===== src/rtl/vr_pkg.sv =====
package vr_pkg;
  typedef enum logic [1:0] {
    ST_IDLE  = 2'd0,
    ST_PROBE = 2'd1,
    ST_SEND  = 2'd2
  } vr_state_e;

  typedef enum logic [1:0] {
    OUT_CLEAN = 2'd0,
    OUT_MID   = 2'd1,
    OUT_OUTER = 2'd2
  } vr_outcome_e;

  localparam int unsigned NUM_OUTCOMES = 3;
endpackage


===== src/rtl/vr_victim_buf.sv =====
module vr_victim_buf #(
  parameter int unsigned ADDR_W = 26,
  parameter int unsigned DATA_W = 128
) (
  input  logic              clk_i,
  input  logic              rst_ni,
  input  logic              load_i,
  input  logic [ADDR_W-1:0] addr_i,
  input  logic [DATA_W-1:0] data_i,
  output logic [ADDR_W-1:0] addr_o,
  output logic [DATA_W-1:0] data_o
);
  logic [ADDR_W-1:0] addr_q;
  logic [DATA_W-1:0] data_q;

  always_ff @(posedge clk_i or negedge rst_ni) begin
    if (!rst_ni) begin
      addr_q <= '0;
      data_q <= '0;
    end else if (load_i) begin
      addr_q <= addr_i;
      data_q <= data_i;
    end
  end

  assign addr_o = addr_q;
  assign data_o = data_q;
endmodule


===== src/rtl/vr_hazard.sv =====
module vr_hazard #(
  parameter int unsigned ADDR_W = 26,
  parameter int unsigned OFS_W  = 0
) (
  input  logic              rd_valid_i,
  input  logic [ADDR_W-1:0] rd_addr_i,
  input  logic              pend_i,
  input  logic [ADDR_W-1:0] pend_addr_i,
  output logic              stall_o
);
  logic match;

  // OFS_W low bits select a word inside the line and are ignored
  generate
    if (OFS_W == 0) begin : g_full
      assign match = (rd_addr_i == pend_addr_i);
    end else begin : g_line
      assign match = (rd_addr_i[ADDR_W-1:OFS_W] == pend_addr_i[ADDR_W-1:OFS_W]);
    end
  endgenerate

  assign stall_o = rd_valid_i & pend_i & match;
endmodule


===== src/rtl/vr_stat.sv =====
module vr_stat
  import vr_pkg::*;
(
  input  logic                    clk_i,
  input  logic                    rst_ni,
  input  logic                    ev_i,
  input  vr_outcome_e             kind_i,
  output logic [NUM_OUTCOMES-1:0] strobe_o
);
  logic [NUM_OUTCOMES-1:0] strobe_q;

  for (genvar i = 0; i < NUM_OUTCOMES; i++) begin : g_strobe
    always_ff @(posedge clk_i or negedge rst_ni) begin
      if (!rst_ni) strobe_q[i] <= 1'b0;
      else         strobe_q[i] <= ev_i && (kind_i == vr_outcome_e'(i));
    end
  end

  assign strobe_o = strobe_q;

  p_one_strobe_r7: assert property (@(posedge clk_i) disable iff (!rst_ni)
    $onehot0(strobe_q));
endmodule


===== src/rtl/victim_router.sv =====
module victim_router
  import vr_pkg::*;
#(
  parameter int unsigned ADDR_W = 26,
  parameter int unsigned DATA_W = 128,
  parameter int unsigned OFS_W  = 0
) (
  input  logic              clk_i,
  input  logic              rst_ni,
  input  logic              vic_valid_i,
  output logic              vic_ready_o,
  input  logic [ADDR_W-1:0] vic_addr_i,
  input  logic              vic_dirty_i,
  input  logic [DATA_W-1:0] vic_data_i,
  output logic              probe_req_o,
  output logic [ADDR_W-1:0] probe_addr_o,
  input  logic              probe_hit_i,
  output logic              l2_wr_valid_o,
  input  logic              l2_wr_ready_i,
  output logic [ADDR_W-1:0] l2_wr_addr_o,
  output logic [DATA_W-1:0] l2_wr_data_o,
  output logic              l3_wr_valid_o,
  input  logic              l3_wr_ready_i,
  output logic [ADDR_W-1:0] l3_wr_addr_o,
  output logic [DATA_W-1:0] l3_wr_data_o,
  input  logic              rd_valid_i,
  input  logic [ADDR_W-1:0] rd_addr_i,
  output logic              rd_stall_o,
  output logic              cnt_clean_o,
  output logic              cnt_l2_o,
  output logic              cnt_l3_o
);
  vr_state_e               state_q, state_d;
  logic                    hit_q;
  logic                    accept, load, done, pend, ev;
  vr_outcome_e             kind;
  logic [ADDR_W-1:0]       buf_addr;
  logic [DATA_W-1:0]       buf_data;
  logic [NUM_OUTCOMES-1:0] strobe;

  assign vic_ready_o = (state_q == ST_IDLE);
  assign accept      = vic_valid_i & vic_ready_o;
  assign load        = accept & vic_dirty_i;
  assign pend        = (state_q != ST_IDLE);

  always_comb begin
    state_d = state_q;
    unique case (state_q)
      ST_IDLE:  if (load) state_d = ST_PROBE;
      ST_PROBE: state_d = ST_SEND;
      ST_SEND:  if (done) state_d = ST_IDLE;
      default:  state_d = ST_IDLE;
    endcase
  end

  always_ff @(posedge clk_i or negedge rst_ni) begin
    if (!rst_ni) begin
      state_q <= ST_IDLE;
      hit_q   <= 1'b0;
    end else begin
      state_q <= state_d;
      if (state_q == ST_PROBE) hit_q <= probe_hit_i;
    end
  end

  vr_victim_buf #(.ADDR_W(ADDR_W), .DATA_W(DATA_W)) i_buf (
    .clk_i  (clk_i),
    .rst_ni (rst_ni),
    .load_i (load),
    .addr_i (vic_addr_i),
    .data_i (vic_data_i),
    .addr_o (buf_addr),
    .data_o (buf_data)
  );

  assign probe_req_o  = (state_q == ST_PROBE);
  assign probe_addr_o = buf_addr;

  assign l2_wr_valid_o = (state_q == ST_SEND) &  hit_q;
  assign l3_wr_valid_o = (state_q == ST_SEND) & ~hit_q;
  assign l2_wr_addr_o  = buf_addr;
  assign l2_wr_data_o  = buf_data;
  assign l3_wr_addr_o  = buf_addr;
  assign l3_wr_data_o  = buf_data;

  assign done = (l2_wr_valid_o & l2_wr_ready_i) | (l3_wr_valid_o & l3_wr_ready_i);

  vr_hazard #(.ADDR_W(ADDR_W), .OFS_W(OFS_W)) i_hazard (
    .rd_valid_i  (rd_valid_i),
    .rd_addr_i   (rd_addr_i),
    .pend_i      (pend),
    .pend_addr_i (buf_addr),
    .stall_o     (rd_stall_o)
  );

  // accept and done never coincide: one needs IDLE, the other SEND
  assign ev   = (accept & ~vic_dirty_i) | done;
  assign kind = done ? (hit_q ? OUT_MID : OUT_OUTER) : OUT_CLEAN;

  vr_stat i_stat (
    .clk_i    (clk_i),
    .rst_ni   (rst_ni),
    .ev_i     (ev),
    .kind_i   (kind),
    .strobe_o (strobe)
  );

  assign cnt_clean_o = strobe[OUT_CLEAN];
  assign cnt_l2_o    = strobe[OUT_MID];
  assign cnt_l3_o    = strobe[OUT_OUTER];

  p_clean_drop_r1: assert property (@(posedge clk_i) disable iff (!rst_ni)
    vic_valid_i && vic_ready_o && !vic_dirty_i |=>
      cnt_clean_o && !probe_req_o && !l2_wr_valid_o && !l3_wr_valid_o);

  p_probe_next_r2: assert property (@(posedge clk_i) disable iff (!rst_ni)
    vic_valid_i && vic_ready_o && vic_dirty_i |=>
      probe_req_o && !vic_ready_o && probe_addr_o == $past(vic_addr_i));

  p_write_after_probe_r3: assert property (@(posedge clk_i) disable iff (!rst_ni)
    probe_req_o |=> (l2_wr_valid_o == $past(probe_hit_i)) && (l3_wr_valid_o == !$past(probe_hit_i)));

  p_single_dest_r4: assert property (@(posedge clk_i) disable iff (!rst_ni)
    $onehot0({l2_wr_valid_o, l3_wr_valid_o, probe_req_o}));

  p_hold_l2_r5: assert property (@(posedge clk_i) disable iff (!rst_ni)
    l2_wr_valid_o && !l2_wr_ready_i |=>
      l2_wr_valid_o && $stable(l2_wr_addr_o) && $stable(l2_wr_data_o));

  p_hold_l3_r5: assert property (@(posedge clk_i) disable iff (!rst_ni)
    l3_wr_valid_o && !l3_wr_ready_i |=>
      l3_wr_valid_o && $stable(l3_wr_addr_o) && $stable(l3_wr_data_o));

  p_stall_match_r6: assert property (@(posedge clk_i) disable iff (!rst_ni)
    rd_valid_i && (l2_wr_valid_o || l3_wr_valid_o || probe_req_o) && rd_addr_i == probe_addr_o
      |-> rd_stall_o);

  p_no_stall_idle_r6: assert property (@(posedge clk_i) disable iff (!rst_ni)
    vic_ready_o |-> !rd_stall_o);

  p_strobe_after_write_r7: assert property (@(posedge clk_i) disable iff (!rst_ni)
    (l2_wr_valid_o && l2_wr_ready_i) || (l3_wr_valid_o && l3_wr_ready_i) |=>
      vic_ready_o && (cnt_l2_o || cnt_l3_o));
endmodule


===== config.mk =====
export PLATFORM = sky130hd
export DESIGN_NAME = victim_router
export DESIGN_NICKNAME = d
export VERILOG_FILES = /design/src/rtl/vr_pkg.sv /design/src/rtl/vr_victim_buf.sv /design/src/rtl/vr_hazard.sv /design/src/rtl/vr_stat.sv /design/src/rtl/victim_router.sv
export SDC_FILE = /design/constraint.sdc
export NUM_CORES = 1
export LEC_CHECK = 0
export BUFFER_PORTS_ARGS = -buffer_cell sky130_fd_sc_hd__buf_2
export CAP_MARGIN = 20
export CORE_AREA = 2 2 204 206
export CTS_CLUSTER_DIAMETER = 40
export CTS_CLUSTER_SIZE = 24
export DETAILED_ROUTE_END_ITERATION = 8
export DIE_AREA = 0 0 206 208
export HOLD_SLACK_MARGIN = 0.08
export PLACE_DENSITY = 0.49
export SYNTH_ARGS = -nofsm -noshare
export SYNTH_HDL_FRONTEND = slang
export SYNTH_HIERARCHICAL = 1
export SYNTH_SLANG_ARGS = --single-unit
export TNS_END_PERCENT = 10

===== constraint.sdc =====
create_clock -name clk_i -period 2 [get_ports clk_i]
set_input_delay 0 -clock clk_i [delete_from_list [all_inputs] [get_ports clk_i]]
set_output_delay 0 -clock clk_i [all_outputs]
set_load 0.01 [all_outputs]

Yosys cells after proc, flatten, opt, wreduce, memory -nomap -nowiden --
Index checks and enable logic that the tools add are counted.
Word-level totals: logic and storage cells 39, output and inout port bits 342, register bits 160
Cells by class: reductions and logical operators 7, muxes and demuxes 5, bitwise operators 13, equal/unequal tests 7
Operator list (number):
- equality test 26 bit | 1
- bitwise AND 1 bit | 9
- two-way mux 2 bit | 4
- one-hot mux 2 bit (3 select lines) | 1
- equality test 2 x 1 -> 1 bit, second input constant | 2
- equality test 2 bit, second input constant | 2
- zero test 2 bit | 2
- logical AND 1 bit | 3
- inequality test 2 x 1 -> 1 bit, second input constant | 1
- inequality test 2 bit, second input constant | 1
- inverter 1 bit | 2
- OR 1 bit | 2
- AND reduction 2 bit | 1
- nonzero test 2 bit | 1

Logic depth before layout (Yosys ltp) --
Gate-level depths: netlist (run 1).
depth after elaboration 7, depth in mapped cells 7, gate-level depth less buffers 4

Hierarchy --
Netlist (run 1), hierarchy kept.
By module, submodules not included:
- vr_victim_buf | seq. area each 3853.7 um^2, times used 1, area an instance 5948.2 um^2, cells each 325
- victim_router | seq. area each 75.1 um^2, times used 1, area an instance 1552.7 um^2, cells each 199
- vr_hazard | seq. area each 0.0 um^2, times used 1, area an instance 292.8 um^2, cells each 36
- vr_stat | seq. area each 75.1 um^2, times used 1, area an instance 105.1 um^2, cells each 6

Worst setup path before layout (run 1) --
Ideal clock, no wire load.
kind reg2reg, start point register state_q[1], end point register i_buf.addr_q[0], in the netlist i_buf/addr_o[0], clock period less this slack 1.730 ns, data arrival time 1.605 ns, data required time 1.875 ns, setup slack 0.270 ns, path buffers 3, cell stages (with the launch flop) 8, cells stage by stage dfrtp_1 > or2_4 > inv_2 > and3_1 > buf_6 > buf_6 > buf_6 > mux2_4
On the way: word-level cells in the longest chain between the ends 3
RTL lines:
- start, declared | line victim_router.sv:33 | vr_state_e state_q, state_d;
- start signal, assigned | line victim_router.sv:61 | state_q <= state_d;
- zero test 2 bit | line victim_router.sv:41 | assign vic_ready_o = (state_q == ST_IDLE);
- via vic_ready_o | line victim_router.sv:11 | output logic vic_ready_o,
- bitwise AND 1 bit | line victim_router.sv:42 | assign accept = vic_valid_i & vic_ready_o;
- bitwise AND 1 bit | line victim_router.sv:43 | assign load = accept & vic_dirty_i;
- via load | line victim_router.sv:35 | logic accept, load, done, pend, ev;
- end signal, assigned | line vr_victim_buf.sv:21 | addr_q <= addr_i;
- end, declared | line vr_victim_buf.sv:13 | logic [ADDR_W-1:0] addr_q;
The timed path passes the listed nets, and every way through them passes these cells. A chain may end at the register's enable or synchronous reset.

Final worst setup path (run 1) --
start point register i_buf.addr_q[6], in the netlist i_buf/addr_o[6], end point output rd_stall_o
On the way: word-level cells in the longest chain between the ends 2
RTL lines:
- equality test 26 bit | line vr_hazard.sv:16 | assign match = (rd_addr_i == pend_addr_i);
- bitwise AND 1 bit | line vr_hazard.sv:22 | assign stall_o = rd_valid_i & pend_i & match;
- end, declared | line victim_router.sv:28 | output logic rd_stall_o,
Every way passes these cells.

==> flow_metrics.env, run 1 <==
export IMPL_portBuffers=529
export IMPL_clk_pin_slew_ns=0.07
export IMPL_synth_xor_area_frac=0.0288
export IMPL_dp_cells=1468
export IMPL_rsz0062_at_grt="yes"
export IMPL_cp_arrival_ns=2.03
export IMPL_n_fill_cell=4100
export IMPL_min_delay_path_class="primary input to asynchronous set/reset pin"
export IMPL_cp_data_required_time_ns=2.00
export IMPL_synth_top_family_by_area="multiplexers"
export IMPL_fp_dieH_um=208
export IMPL_grt_pass1_vias=6155
export IMPL_yosys_area_share_simple=0.0209
export IMPL_antenna_cells=0
export IMPL_fin_area_mm2=0.0124
export IMPL_dr_pass1_iters=4
export IMPL_synthAdderAreaFrac=0
export IMPL_clock_latency_ns=0.44
export IMPL_drc=0
export IMPL_grt_pass1_wl_um=34700
export IMPL_period_minus_slack_ns=2.03
export IMPL_startpoint="i_buf/addr_o[6]"
export IMPL_slowest_stage="dfrtp_1"
export IMPL_ioPinCount=530
export IMPL_hold_viol_final=0
export IMPL_yosysWarnings=6
export IMPL_synth_top_area_cell="dfrtp_1"
export IMPL_numCtsBuffers=17
export IMPL_crit_buf_inv=2
export IMPL_via_per_inst=3.66
export IMPL_p_leak_uw=0.00615
export IMPL_cp_cell_sequence="xor2_1 > nor4_2 > buf_4 > nand4_1 > nor4_2 > buf_2"
export IMPL_vias=6088
export IMPL_ys_ff_latch=160
export IMPL_synth_top_area_frac=0.507
export IMPL_start_util=0.195
export IMPL_nets=1308
export IMPL_crit_family="simple AND/OR/NAND/NOR gates"
export IMPL_crit_type="register to output port"
export IMPL_synth_seq_area_share=0.507
export IMPL_cpPeakStageDelay_ns=0.40
export IMPL_grt_met2_usage=0.208
export IMPL_die_area_mm2=0.0428
export IMPL_placed_cell_area_mm2=0.0101
export IMPL_syn_nets=754
export IMPL_syn_instance_count=566
export IMPL_fin_skew_ns=0.00737
export IMPL_setup_viol=1
export IMPL_drive_gt1_frac=0.678
export IMPL_end_kind="output port"
export IMPL_antenna_found_initial=3
export IMPL_busiest_layer="met2"
export IMPL_fin_crit_sh=1.02
export IMPL_netlist_top_cells_area="dfrtp_1, buf_4, mux2_2, mux2_4, xor2_1"
export IMPL_max_freq_mhz=492
export IMPL_rows=74
export IMPL_grt_max_degree=61
export IMPL_path_common_cell="nor4_2"
export IMPL_cts_buffer_depth=2
export IMPL_slew_viol_final=0
export IMPL_max_slew_margin=0.561
export IMPL_root_buffer="clkbuf_16"
export IMPL_syn_area_mm2=0.00790
export IMPL_drt_wl_total_um=24000
export IMPL_layout_common_cells="buf_2, dlygate4sd3_1, dfrtp_1, mux2_2, mux2_4"
export IMPL_startpoint_type="register"
export IMPL_wl_per_cell_um=14.4
export IMPL_core_area_mm2=0.0406
export IMPL_worst_slack_ns=-0.0326
export IMPL_rr_startpoint="state_q[1]"
export IMPL_use_met1=0.112
export IMPL_drtIter0Drc=146
export IMPL_grtUsageMet3=0.0251
export IMPL_syn_avg_cell_area_um2=14.0
export IMPL_worst_slew_pin_slew_ns=0.658
export IMPL_hpwl_um=18200
export IMPL_instances_no_fill=1665
export IMPL_cts_tree="done"
export IMPL_synth_area_mux_share=0.251
export IMPL_die_w_um=206
export IMPL_h_tree_depth=4
export IMPL_area_growth_pct=56.6
export IMPL_drv_cap=0
export IMPL_grtUsageTotal=0.107
export IMPL_clock_sinks=160
export IMPL_finalPower_uw=15400
export IMPL_powerDensity_mw_per_mm2=1240
export IMPL_synth_cell_types=27
export IMPL_place_ws_ns=0.105
export IMPL_peakVddDrop_mv=0.511
export IMPL_violations="setup timing"
export IMPL_outcome="complete, but fails checks"
export IMPL_cp_max_fo=2
export IMPL_grt_overflow=0
export IMPL_antenna_left=0
export IMPL_synth_compound_area_frac=0.00301
export IMPL_place_gp_congestion=0.749
export IMPL_final_common_cell="buf_2"
[through the flow]
stage / TNS (ns) / utilization / hold slack, ns
after floorplan: 0 / - / -0.296
after global placement: 0 / 0.249 / 0.0514
after detailed placement: 0 / 0.249 / 0.0483
after CTS: -0.0781 / 0.305 / 0.134
after global routing: -0.149 / 0.305 / 0.193
final: -0.0326 / 0.305 / 0.138
[what timing repair did]
item / in CTS / in global routing
pin swaps: 4 / 0
setup buffers: 3 / 0
endpoints found under the setup margin: 1 / 1
gates resized for setup: 5 / 0
hold buffers: 162 / 0
hold endpoints to repair: 320 / 0
[sequential cells by signal, indices dropped and copies added (netlist names)]
signal and cells:
i_stat/strobe_o 3, i_buf/data_o 128, i_buf/addr_o 26, state_q 2, hit_q 1
[cells in the mapped netlist]
cell,count
nand4_1,3
mux2i_1,1
xor2_1,18
and3b_1,3
a21o_1,1
mux2_2,94
or2_4,1
and2_1,1
inv_1,1
nand2b_1,1
nor2b_2,1
nor4_2,1
and2b_1,1
and3_1,2
buf_2,9
xnor2_1,8
o32ai_2,1
nand3_1,1
nor3b_2,1
nor3b_1,1
nor4_1,4
mux2_4,61
nor2_1,2
inv_2,1
buf_6,8
dfrtp_1,160
buf_4,180
[logic make-up (layout without fill, tap and decap cells)]
| logic type | count (synthesis) | after routing |
|---|---|---|
| buffers and inverters | 199 | 766 |
| AOI/OAI and AO/OA | 2 | 2 |
| DFF | 160 | 160 |
| xor gates and xnor gates | 26 | 26 |
| and+or+nand+nor | 23 | 23 |
| muxes | 156 | 156 |
[layout make-up]
cell class              count  area (um2)  area share
repair buffers            732        4670       0.378
flip-flops and latches    160        4010       0.324
multi-input cells         207        2430       0.196
well taps                 532         666      0.0538
clock buffers              19         443      0.0358
clock inverters            13         150      0.0121
inverters                   2        7.51    0.000607
[routing by layer]
layer | vias up | share of wire
met5 | - | 0
met4 | 0 | 0.012
met3 | 22 | 0.068
met2 | 339 | 0.54
met1 | 2891 | 0.38
li1 | 2836 | -
[final timing paths]
kind	endpoint	slack [ns]	cells after the start
max	rd_stall_o	-0.03	6
min	i_buf/data_o[7]	0.14	2
max reg2reg	i_buf/data_o[29]	0.14	6
min reg2reg	i_buf/data_o[78]	0.52	1
max in group asynchronous	i_buf/data_o[104]	1.26	3
min in group clk_i	i_buf/data_o[112]	0.32	3
[where the power goes]
part           internal, uW  switching [uW]  leakage (uW)
clock network          1900            1430      0.000285
logic                  3450            3060       0.00398
registers              4400            1150       0.00188
total                  9750            5640       0.00615
(Power assumes the default switching activity.)
==> run 2: changes to the inputs <==
- SETUP_SLACK_MARGIN: not set -> 0.4
==> run 2 against run 1 <==
Net effect:
- non-clock buffer count is 27 higher
- clock skew decreased by 0.0017 ns
- largest power group unchanged
- core utilization rose by 2.4 points
- first-iteration DRC count is 13% higher
- critical path type unchanged
- sequential cell count is the same
- die area unchanged
- register-to-register slack about the same
- design area up 8.0%
- final cell count grew 2.0%
- clock-buffer cell count is 5 higher
- critical endpoint unchanged
- the flow still finishes with violations (setup timing)
- maximum frequency rose by 0.17%
==> flow_metrics.env, run 2 (synthesized netlist as in run 1, its figures left out) <==
export IMPL_portBuffers=529
export IMPL_antenna_found_initial=3
export IMPL_cp_max_fo=5
export IMPL_hpwl_um=19600
export IMPL_antenna_left=0
export IMPL_max_freq_mhz=493
export IMPL_final_util=0.330
export IMPL_grt_pass1_vias=6692
export IMPL_cp_arrival_ns=2.03
export IMPL_powerDensity_mw_per_mm2=1230
export IMPL_area_growth_pct=69.2
export IMPL_startpoint_type="register"
export IMPL_pwr_share_seq=0.342
export IMPL_slowest_stage="dfrtp_1"
export IMPL_rsz0062_at_grt="yes"
export IMPL_violations="setup timing"
export IMPL_drtIter0Drc=165
export IMPL_p_clk_frac=0.209
export IMPL_p_int_uw=10600
export IMPL_vias=6359
export IMPL_root_buffer="clkbuf_16"
export IMPL_wl_per_cell_um=16.8
export IMPL_cp_cell_sequence="xor2_1 > nor4_1 > buf_4 > nand4_1 > nor4_2 > buf_2"
export IMPL_crit_buf_inv=2
export IMPL_grt_overflow=0
export IMPL_crit_cells=6
export IMPL_worst_slew_pin_slew_ns=0.668
export IMPL_fin_area_mm2=0.0134
export IMPL_cts_buffer_depth=2
export IMPL_p_switching_uw=5830
export IMPL_dp_cells=1471
export IMPL_fin_crit_sh=1.01
export IMPL_ioPinCount=530
export IMPL_setup_viol=1
export IMPL_cpPeakStageDelay_ns=0.43
export IMPL_largest_reg_flops=128
export IMPL_core_area_mm2=0.0406
export IMPL_layout_common_cells="buf_2, dlygate4sd3_1, dfrtp_1, mux2_4, clkbuf_16"
export IMPL_cts_tree="done"
export IMPL_fp_dieH_um=208
export IMPL_slew_viol_final=0
export IMPL_start_util=0.195
export IMPL_clock_sinks=160
export IMPL_drt_wl_total_um=28600
export IMPL_max_slew_margin=0.555
export IMPL_grt_pass1_wl_um=39800
export IMPL_period_minus_slack_ns=2.03
export IMPL_tns_ns=-0.0292
export IMPL_rows=74
export IMPL_final_common_cell="buf_2"
export IMPL_instances_no_fill=1698
export IMPL_min_delay_path_class="primary input to asynchronous set/reset pin"
export IMPL_clk_pin_slew_ns=0.07
export IMPL_dr_pass1_iters=4
export IMPL_regArea_mm2=0.00401
export IMPL_crit_family="simple AND/OR/NAND/NOR gates"
export IMPL_numCtsBuffers=17
export IMPL_die_area_mm2=0.0428
export IMPL_grt_max_degree=58
export IMPL_outcome="complete, but fails checks"
export IMPL_nets=1335
export IMPL_n_fill_cell=4052
export IMPL_worst_slack_ns=-0.0292
export IMPL_cp_data_required_time_ns=2.00
export IMPL_switching_share=0.356
export IMPL_via_per_inst=3.74
export IMPL_grtUsageTotal=0.127
export IMPL_clock_latency_ns=0.45
export IMPL_die_w_um=206
export IMPL_p_leak_uw=0.00676
export IMPL_fin_hold_ws_ns=0.145
export IMPL_placed_cell_area_mm2=0.0102
export IMPL_fin_skew_ns=0.00571
export IMPL_peakVddDrop_mv=0.496
export IMPL_h_tree_depth=4
export IMPL_drc=0
export IMPL_end_kind="output port"
export IMPL_ff2ff_path_depth=7
export IMPL_comb_power_share=0.450
export IMPL_hold_viol_final=0
export IMPL_drive_gt1_frac=0.681
export IMPL_place_gp_congestion=0.786
export IMPL_drv_cap=0
export IMPL_multiInputGateArea_mm2=0.00276
export IMPL_crit_type="register to output port"
run 2: cell types whose count changed in the layout (fill, tap and decap cells not counted), sizes merged:
cell / change
inv: -6
dlymetal6s4s: +1
dlygate4sd3: -2
clkinvlp: -2
diode: +6
clkbuf: +9
clkinv: +2
bufinv: +1
buf: +24
run 2: layout make-up:
class,count,area share
timing repair buffer,759,0.396
sequential,160,0.300
multi-input combinational,207,0.207
tap,532,0.0498
clock buffer,24,0.0360
clock inverter,8,0.00964
antenna,6,0.00112
inverter,2,0.000749
run 2: what timing repair did:
item	CTS	global route
buffers inserted	11	8
cloned	5	4
hold buffers	161	0
endpoints found under the setup margin	153	156
pin swaps	6	0
gates resized for setup	139	6
endpoints found under the hold margin	314	0
run 2: final timing paths:
path                                        from               end  slack (ns)
worst max-delay path             i_buf/addr_o[1]        rd_stall_o       -0.03
worst min-delay path                      rst_ni  i_buf/addr_o[24]        0.14
worst max register to register        state_q[0]  i_buf/data_o[40]        0.15
worst min register to register  i_buf/data_o[58]  i_buf/data_o[58]        0.53
max in group asynchronous                 rst_ni  i_buf/data_o[20]        1.21
min in group clk_i                vic_addr_i[16]  i_buf/addr_o[16]        0.31
run 2: stage by stage:
step                total power (uW)  setup WS (ns)
global route                   17400         -0.190
global placement               11900          0.190
finish                         16400        -0.0292
CTS                            16500         -0.125
floorplan                      10300          0.301
detailed placement             12000          0.144
run 2: power groups by stage:
stage	sequential (uW)	combinational [uW]	clock, uW
finish	5600	7370	3420
global route	5780	7890	3700
CTS	5620	7310	3570
detailed placement	5630	6330	0
global placement	5600	6330	0
floorplan	5890	4360	0
run 2: metal layers:
layer	wire, um	GRT usage	up-vias
li1	-	-	2897
met1	10800	0.131	3099
met2	15500	0.237	331
met3	1570	0.0274	32
met4	745	0.0672	0
met5	0	0	-
